### src/rtl/resp_pkt_asm.sv
module resp_pkt_asm #(
  parameter int          WORD_W      = 32,
  parameter int          FRAME_WORDS = 81,
  parameter int          CSUM_W      = 128,
  parameter int          OF_DEPTH    = 8,
  parameter logic [23:0] HDR_TAG     = 24'hA75E3C,
  parameter logic [7:0]  TYPE_FRAME  = 8'h01,
  parameter logic [7:0]  TYPE_CSUM   = 8'h02,
  localparam int         CNT_W       = $clog2(FRAME_WORDS + 1)
) (
  input  logic              clk,
  input  logic              rst_n,
  input  logic              req_i,
  input  logic              req_csum_i,
  input  logic [CSUM_W-1:0] csum_i,
  input  logic [CNT_W-1:0]  ff_count_i,
  input  logic [WORD_W-1:0] ff_data_i,
  output logic              ff_rd_o,
  output logic [7:0]        m_data_o,
  output logic              m_valid_o,
  input  logic              m_ready_i,
  output logic              m_last_o,
  output logic              busy_o,
  output logic              done_o
);
  localparam int WB          = WORD_W / 8;
  localparam int BS_W        = $clog2(WB);
  localparam int FRAME_BYTES = FRAME_WORDS * WB;
  localparam int CSUM_BYTES  = CSUM_W / 8;
  localparam int MAX_BYTES   = (FRAME_BYTES > CSUM_BYTES) ? FRAME_BYTES : CSUM_BYTES;
  localparam int PC_W        = $clog2(MAX_BYTES + 1);
  localparam int OF_AW       = $clog2(OF_DEPTH);
  localparam int OCW         = OF_AW + 1;

  typedef enum logic [1:0] {S_IDLE, S_HDR, S_PAY, S_DRAIN} st_t;

  st_t               st;
  logic              is_csum;
  logic [CSUM_W-1:0] csum_q;
  logic [1:0]        hcnt;
  logic [PC_W-1:0]   pcnt;
  logic              done_q;
  logic [8:0]        ofm [OF_DEPTH];
  logic [OF_AW:0]    wptr, rptr;

  logic [OF_AW:0]    of_cnt;
  logic              of_full, push, pop, accept, pay_last, push_last;
  logic [PC_W-1:0]   pay_end;
  logic [BS_W-1:0]   bsel;
  logic [WORD_W-1:0] fsh;
  logic [31:0]       hsh;
  logic [7:0]        push_byte;

  assign of_cnt    = wptr - rptr;
  assign of_full   = (of_cnt == OCW'(OF_DEPTH));
  assign m_valid_o = (of_cnt != '0);
  assign m_data_o  = ofm[rptr[OF_AW-1:0]][7:0];
  assign m_last_o  = ofm[rptr[OF_AW-1:0]][8] & m_valid_o;
  assign pop       = m_valid_o & m_ready_i;
  assign busy_o    = (st != S_IDLE);
  assign done_o    = done_q;

  assign accept    = (st == S_IDLE) && req_i &&
                     (req_csum_i || (ff_count_i >= CNT_W'(FRAME_WORDS)));
  assign push      = ((st == S_HDR) || (st == S_PAY)) && !of_full;
  assign pay_end   = is_csum ? PC_W'(CSUM_BYTES - 1) : PC_W'(FRAME_BYTES - 1);
  assign pay_last  = (pcnt == pay_end);
  assign push_last = (st == S_PAY) && pay_last;
  assign bsel      = pcnt[BS_W-1:0];
  assign fsh       = ff_data_i << {bsel, 3'b000};
  assign hsh       = {HDR_TAG, (is_csum ? TYPE_CSUM : TYPE_FRAME)} << {hcnt, 3'b000};
  assign push_byte = (st == S_HDR) ? hsh[31:24] :
                     (is_csum ? csum_q[CSUM_W-1 -: 8] : fsh[WORD_W-1 -: 8]);
  assign ff_rd_o   = push && (st == S_PAY) && !is_csum && (bsel == '1);

  always_ff @(posedge clk or negedge rst_n) begin
    if (!rst_n) begin
      st      <= S_IDLE;
      is_csum <= 1'b0;
      csum_q  <= '0;
      hcnt    <= '0;
      pcnt    <= '0;
      done_q  <= 1'b0;
    end else begin
      done_q <= pop & m_last_o;
      case (st)
        S_IDLE: if (accept) begin
          is_csum <= req_csum_i;
          csum_q  <= csum_i;
          hcnt    <= '0;
          pcnt    <= '0;
          st      <= S_HDR;
        end
        S_HDR: if (push) begin
          hcnt <= hcnt + 2'd1;
          if (hcnt == 2'd3) st <= S_PAY;
        end
        S_PAY: if (push) begin
          pcnt <= pcnt + 1'b1;
          if (is_csum) csum_q <= csum_q << 8;
          if (pay_last) st <= S_DRAIN;
        end
        S_DRAIN: if (pop && m_last_o) st <= S_IDLE;
        default: st <= S_IDLE;
      endcase
    end
  end

  always_ff @(posedge clk or negedge rst_n) begin
    if (!rst_n) begin
      wptr <= '0;
      rptr <= '0;
    end else begin
      if (push) wptr <= wptr + 1'b1;
      if (pop)  rptr <= rptr + 1'b1;
    end
  end

  always_ff @(posedge clk) begin
    if (push) ofm[wptr[OF_AW-1:0]] <= {push_last, push_byte};
  end

  a_r8_hold_stalled: assert property (@(posedge clk) disable iff (!rst_n)
    (m_valid_o && !m_ready_i) |=> (m_valid_o && $stable(m_data_o) && $stable(m_last_o)));
  a_r5_read_needs_data: assert property (@(posedge clk) disable iff (!rst_n)
    ff_rd_o |-> (ff_count_i != '0));
  a_r7_done_single: assert property (@(posedge clk) disable iff (!rst_n)
    done_o |=> !done_o);
  a_r7_done_after_last: assert property (@(posedge clk) disable iff (!rst_n)
    done_o |-> ($past(m_valid_o && m_ready_i && m_last_o) && !busy_o));
  a_r3_no_pop_on_csum: assert property (@(posedge clk) disable iff (!rst_n)
    (busy_o && is_csum) |-> !ff_rd_o);
  a_r6_one_packet: assert property (@(posedge clk) disable iff (!rst_n)
    (busy_o && req_i) |=> busy_o || done_o);
endmodule

### config.mk
export PLATFORM = sky130hd
export DESIGN_NAME = resp_pkt_asm
export DESIGN_NICKNAME = d
export VERILOG_FILES = /design/src/rtl/resp_pkt_asm.sv
export SDC_FILE = /design/constraint.sdc
export NUM_CORES = 1
export LEC_CHECK = 0
export BUFFER_PORTS_ARGS = -buffer_cell sky130_fd_sc_hd__buf_2
export CELL_PAD_IN_SITES_DETAIL_PLACEMENT = 1
export CELL_PAD_IN_SITES_GLOBAL_PLACEMENT = 2
export CORE_ASPECT_RATIO = 1.2
export CORE_MARGIN = 2
export CORE_UTILIZATION = 40
export CTS_CLUSTER_DIAMETER = 200
export CTS_CLUSTER_SIZE = 20
export DETAILED_ROUTE_END_ITERATION = 7
export PLACE_DENSITY = 0.82
export REMOVE_ABC_BUFFERS = 1
export SLEW_MARGIN = 20
export SYNTH_ARGS = -nofsm -noshare
export SYNTH_HDL_FRONTEND = slang
export SYNTH_SLANG_ARGS = --single-unit
### constraint.sdc
create_clock -name clk -period 5.25 [get_ports clk]
set_input_delay 1.05 -clock clk [delete_from_list [all_inputs] [get_ports clk]]
set_output_delay 1.05 -clock clk [all_outputs]
set_load 0.02 [all_outputs]
==> flow_metrics.env, run 1 <==
export IMPL_seqPwrFrac=0.389
export IMPL_worstSetupPathType="reg -> out"
export IMPL_use_met2=0.340
export IMPL_root_buffer="clkbuf_16"
export IMPL_finalSetupViolCount=0
export IMPL_start_util=0.405
export IMPL_grt_busiest_layer="met2"
export IMPL_cts_tree="done"
export IMPL_power_density_mw_per_mm2=652
export IMPL_switchingPower_mw=3.32
export IMPL_skew_ns=0.0171
export IMPL_wire_per_inst_um=20.0
export IMPL_core_mm2=0.0262
export IMPL_reg2reg_to="csum_q[119]"
export IMPL_grt_max_degree=91
export IMPL_p_comb_frac=0.467
export IMPL_dp_final_hpwl_um=18600
export IMPL_clockPowerShare=0.144
export IMPL_fmax_mhz=228
export IMPL_irDropWorstVdd_uv=278
export IMPL_dp_cells=1349
export IMPL_drive_gt1_frac=0.255
export IMPL_status="finished, final reports clean"
export IMPL_row_count=65
export IMPL_grt_usage=0.197
export IMPL_endpoint_kind="primary output"
export IMPL_r2r_cells=10
export IMPL_finalHoldViolations=0
export IMPL_design_area_mm2=0.0122
export IMPL_grt_met3_usage=0.0648
export IMPL_placed_area_mm2=0.0118
export IMPL_hold_depth=1
export IMPL_grtUsageMet1=0.241
export IMPL_grt_pass1_wl_um=44300
export IMPL_fp_dieH_um=182
export IMPL_crit_top_cell="a21oi_1"
export IMPL_syn_cell_area_mm2=0.0106
export IMPL_tns_ns=0
export IMPL_grt_pass1_vias=8122
export IMPL_nets=1218
export IMPL_post_cts_resized=0
export IMPL_max_slew_margin=0.283
export IMPL_synth_top_cell_area_share=0.356
export IMPL_ys_ff_latch=223
export IMPL_drc=0
export IMPL_total_leakage_power_nw=4.91
export IMPL_swShare=0.416
export IMPL_first_iter_violations=362
export IMPL_finalWorstPathRequiredPeriod_ns=4.39
export IMPL_hold_start="csum_q[4]"
export IMPL_cts_buffers=15
export IMPL_arrival_ns=3.34
export IMPL_cts_sinks=223
export IMPL_intPower_mw=4.66
export IMPL_min_to="csum_q[4]"
export IMPL_postSynthCellCount=882
export IMPL_clock_path_buffers=3
export IMPL_ff2ff_setup_slack_ns=1.19
export IMPL_antenna_found_initial=22
export IMPL_synth_common_cells="247 x a21oi_1, 151 x dfrtp_1, 127 x mux2i_1, 72 x edfxtp_1, 50 x nand2_1"
export IMPL_synth_distinct_cells=49
export IMPL_globalplace_congestion=0.760
export IMPL_synth_area_top_cells="dfrtp_1 36%, edfxtp_1 20%, mux2i_1 12%"
export IMPL_crit_fanout=13
export IMPL_ctsHoldBuffers=0
export IMPL_start_kind="flop"
export IMPL_crit_path_cell_trace="clkinv_1 -> ha_1 -> a21oi_1 -> a21oi_1 -> o41ai_4 -> nor4_1 -> buf_2"
export IMPL_tightest_slew_ns=1.07
export IMPL_antenna_left=0
export IMPL_hp_class="reg -> reg"
export IMPL_critPathMaxStageDelay_ns=0.63
export IMPL_synthFlopType="dfrtp_1"
export IMPL_firstDrtPassIters=5
export IMPL_register_area_mm2=0.00594
export IMPL_seq_area_frac_synth=0.559
export IMPL_clk_latency_ns=0.50
export IMPL_synth_most_common_cell="a21oi_1"
export IMPL_portBuffers=184
export IMPL_vias=7677
export IMPL_die_area_mm2=0.0279
export IMPL_critical_path_required_ns=4.20
export IMPL_die_width_um=153
export IMPL_ios=185
export IMPL_vias_per_cell=5.55
export IMPL_routed_wl_um=27700
export IMPL_r2r_start="rptr[2]"
export IMPL_synth_enable_flop_cells=72
export IMPL_rsz0062_at_grt="false"
export IMPL_cts_max_level=1
export IMPL_syn_area_per_cell_um2=12.0
export IMPL_clk_pin_slew_worst_paths_ns=0.09
export IMPL_overflow=0
export IMPL_syn_to_final_growth_pct=15.3
export IMPL_drv_cap=0
export IMPL_final_cells=1384
export IMPL_multi_input_area_mm2=0.00434
export IMPL_finalCritPeriodShare=0.835
export IMPL_yosysTopAreaCell="dfrtp_1"
export IMPL_ys_warn_count=0
export IMPL_post_route_util=0.467
export IMPL_num_fill_cells=2890
export IMPL_cp_slowest_cell="o41ai_4"
export IMPL_synthArstFlopShare=0.677
export IMPL_drv_slew=0
export IMPL_cts_setup_buffers=0
## layout make-up
cell class,instances,share of cell area
multi-input cells,579,0.355
repair buffers,198,0.0843
well taps,335,0.0342
diodes,12,0.00245
clock buffers,21,0.0325
clock inverters,2,0.00235
inverters,14,0.00429
flip-flops and latches,223,0.485
## cells in the final DEF (no fill, tap or decap), types with 6 or more instances in the layout
master,Yosys,final
mux4_2,26,26
diode_2,0,12
dfrtp_1,151,151
a21oi_1,247,247
mux2i_1,127,127
buf_4,1,14
inv_1,13,13
o21ai_0,14,14
buf_2,3,183
clkbuf_16,0,15
ha_1,15,14
edfxtp_1,72,72
clkbuf_1,48,6
nor2_1,13,12
xnor2_1,7,7
a22o_1,8,8
nand2_1,50,50
a21oi_2,10,10
## registers in the layout, indices dropped and copies added, names as in the netlist
name and cells:
done_o 1, hcnt 2, csum_q 128, st 2, is_csum 1, pcnt 9, wptr 4, ofm 72
rptr 4
## power by group through the flow
| stage | registers (mW) | logic [mW] | clock network (mW) |
|---|---|---|---|
| floorplan | 3.06 | 2.90 | 0 |
| global placement | 3.11 | 3.66 | 0 |
| detailed placement | 3.14 | 3.77 | 0 |
| CTS | 3.11 | 3.79 | 1.18 |
| global route | 3.19 | 4.17 | 1.25 |
| finish | 3.10 | 3.73 | 1.15 |
## cells by family (layout without fill, tap and decap cells)
group / Yosys count / count (layout) / share of synthesized area
simple gates: 102 / 102 / 0.0448
mux: 155 / 155 / 0.177
fa+ha+maj: 15 / 15 / 0.0177
other cells: 0 / 12 / 0
compound gates: 298 / 298 / 0.157
xor+xnor: 9 / 9 / 0.00742
flops: 223 / 223 / 0.559
buf+inv: 80 / 235 / 0.0368
## how the worst max path moves through the flow
| stage | start | slack [ns] | endpoint | cells past startpoint |
|---|---|---|---|---|
| after floorplan | st[0] | -4.80 | csum_q[100] | 6 |
| after global placement | rptr[2] | 1.33 | csum_q[48] | 10 |
| after detailed placement | rptr[2] | 1.21 | csum_q[50] | 10 |
| after CTS | rptr[2] | 0.81 | ff_rd_o | 7 |
| after global routing | rptr[2] | 0.59 | ff_rd_o | 7 |
| final | rptr[2] | 0.86 | ff_rd_o | 7 |
## worst max-delay path, delay by kind of cell, from the launching register on
kind,cells,cell delay [ns]
and+or+nand+nor,1,0.10
AOI/OAI and AO/OA,3,1.08
DFF,1,0.62
buffers and inverters,2,0.60
adders and majority gates,1,0.44
## routing by layer
layer	part of all wire	routed length (um)
met3	0.074	2060
met2	0.50	13900
met4	0.017	483
met1	0.40	11100
met5	0.0045	126
## per-stage QoR
| stage | setup WS [ns] | power (mW) | hold slack (ns) |
|---|---|---|---|
| after CTS | 0.807 | 8.09 | 0.510 |
| after global placement | 1.33 | 6.77 | 0.483 |
| after detailed placement | 1.21 | 6.91 | 0.489 |
| after floorplan | -4.80 | 5.96 | 0.466 |
| final | 0.864 | 7.98 | 0.505 |
| after global routing | 0.585 | 8.61 | 0.523 |
Power figures use the tool's default switching activity.
==> run 2, diff against run 1 <==
- CORE_UTILIZATION: 40 -> 37
- PLACE_DENSITY: 0.82 -> 0.76
- clock period: 5.25 -> 4.6 ns (I/O delays scaled with it)
==> flow_metrics.env, run 2 (synthesized netlist as in run 1, its figures left out) <==
export IMPL_status="finished, final reports clean"
export IMPL_regMostFlops="csum_q"
export IMPL_critical_path_required_ns=3.68
export IMPL_die_width_um=159
export IMPL_drc=0
export IMPL_firstDrtPassIters=4
export IMPL_first_iter_violations=381
export IMPL_irDropWorstVdd_uv=367
export IMPL_grt_pass1_wl_um=45500
export IMPL_antenna_left=0
export IMPL_rsz0062_at_grt="false"
export IMPL_cp_slowest_cell="dfrtp_1"
export IMPL_arrival_ns=3.35
export IMPL_cts_tree="done"
export IMPL_overflow=0
export IMPL_post_cts_resized=0
export IMPL_cts_buffers=15
export IMPL_row_count=67
export IMPL_drv_slew=0
export IMPL_cts_max_level=1
export IMPL_drive_gt1_frac=0.259
export IMPL_dr_wl_met3_um=2010
export IMPL_multi_input_area_mm2=0.00434
export IMPL_routed_wl_um=28400
export IMPL_fmax_mhz=234
export IMPL_cts_sinks=223
export IMPL_clk_pin_slew_worst_paths_ns=0.09
export IMPL_wire_per_inst_um=19.8
export IMPL_critPathMaxStageDelay_ns=0.65
export IMPL_power_density_mw_per_mm2=742
export IMPL_vias_per_cell=5.32
export IMPL_ctsHoldBuffers=0
export IMPL_core_mm2=0.0281
export IMPL_vias=7643
export IMPL_fin_hold_ws_ns=0.305
export IMPL_syn_to_final_growth_pct=16.9
export IMPL_register_area_mm2=0.00594
export IMPL_dr_wl_met2_um=14000
export IMPL_largest_reg_flops=128
export IMPL_fin_ws_ns=0.335
export IMPL_endpoint_kind="primary output"
export IMPL_cts_setup_buffers=0
export IMPL_portBuffers=184
export IMPL_place_ws_ns=0.807
export IMPL_grt_max_degree=104
export IMPL_hp_class="in -> async"
export IMPL_tightest_slew_ns=0.999
export IMPL_globalplace_congestion=0.783
export IMPL_dp_final_hpwl_um=18800
export IMPL_finalCritPeriodShare=0.927
export IMPL_crit_fanout=13
export IMPL_num_fill_cells=3045
export IMPL_crit_top_cell="a21oi_1"
export IMPL_ios=185
export IMPL_root_buffer="clkbuf_16"
export IMPL_finalHoldViolations=0
export IMPL_finalWorstPathRequiredPeriod_ns=4.27
export IMPL_grt_usage=0.192
export IMPL_dp_cells=1400
export IMPL_cp_num_buf_inv=2
export IMPL_post_route_util=0.442
export IMPL_grt_pass1_vias=8321
export IMPL_fp_dieH_um=190
export IMPL_crit_family="compound AO/OA/AOI/OAI gates"
export IMPL_antenna_found_initial=21
export IMPL_max_slew_margin=0.334
export IMPL_wirelength_met1_um=11700
export IMPL_layout_common_cells="247 x a21oi_1, 183 x buf_2, 151 x dfrtp_1"
export IMPL_nets=1226
export IMPL_clk_latency_ns=0.50
export IMPL_skew_ns=0.0188
export IMPL_clock_path_buffers=3
export IMPL_finalSetupViolCount=0
export IMPL_final_common_cell="a21oi_1"
export IMPL_die_area_mm2=0.0301
export IMPL_drv_cap=0
export IMPL_start_kind="flop"
export IMPL_crit_path_cell_trace="clkinv_1 -> ha_1 -> a21oi_1 -> a21oi_1 -> o41ai_4 -> nor4_1 -> buf_2"
export IMPL_start_util=0.378
export IMPL_worstSetupPathType="reg -> out"
export IMPL_final_cells=1438
export IMPL_total_leakage_power_nw=4.97
export IMPL_top_layer_used="met5"
-- run 2: final timing paths --
kind | slack, ns | to | start | depth (start not counted)
max in group asynchronous | 3.60 | csum_q[74] | rst_n | 2
hold reg to reg | 0.51 | csum_q[2] | csum_q[2] | 1
setup reg to reg | 0.96 | csum_q[39] | rptr[2] | 9
hold / removal | 0.30 | csum_q[19] | rst_n | 1
min in group clk | 0.51 | csum_q[2] | csum_q[2] | 1
setup / recovery | 0.33 | ff_rd_o | rptr[2] | 7
-- run 2: layout make-up --
cell class / count / share of cell area
clock buffer: 21 / 0.0320
antenna: 14 / 0.00282
inverter: 14 / 0.00423
timing repair buffer: 206 / 0.0926
multi-input combinational: 579 / 0.349
sequential: 223 / 0.478
tap: 379 / 0.0382
clock inverter: 2 / 0.00232
-- run 2: power by group --
| group | total (mW) | switching, mW | internal [mW] |
|---|---|---|---|
| sequential | 3.54 | 0.484 | 3.06 |
| clock | 1.32 | 0.701 | 0.621 |
| combinational | 4.35 | 2.64 | 1.70 |
-- run 2: per-stage QoR --
step	total power, mW	area (um^2)	TNS, ns
floorplan	6.80	10300	-727.93
global placement	7.85	11900	0
detailed placement	8.00	11900	0
CTS	9.37	12400	0
global route	9.96	12400	0
finish	9.21	12400	0
-- run 2: routing by layer --
metal / vias to the layer above / global-route usage
met2: 173 / 0.324
met5: - / 0
met1: 3813 / 0.241
met4: 12 / 0.0475
li1: 3597 / -
met3: 48 / 0.0581
-- run 2: worst register-to-register path, delay by kind of cell, from the launching register on --
kind | cells | cell delay (ns)
compound gates | 5 | 1.36
fa+ha+maj | 1 | 0.45
buf+inv | 2 | 0.75
flops | 1 | 0.65
simple gates | 1 | 0.34
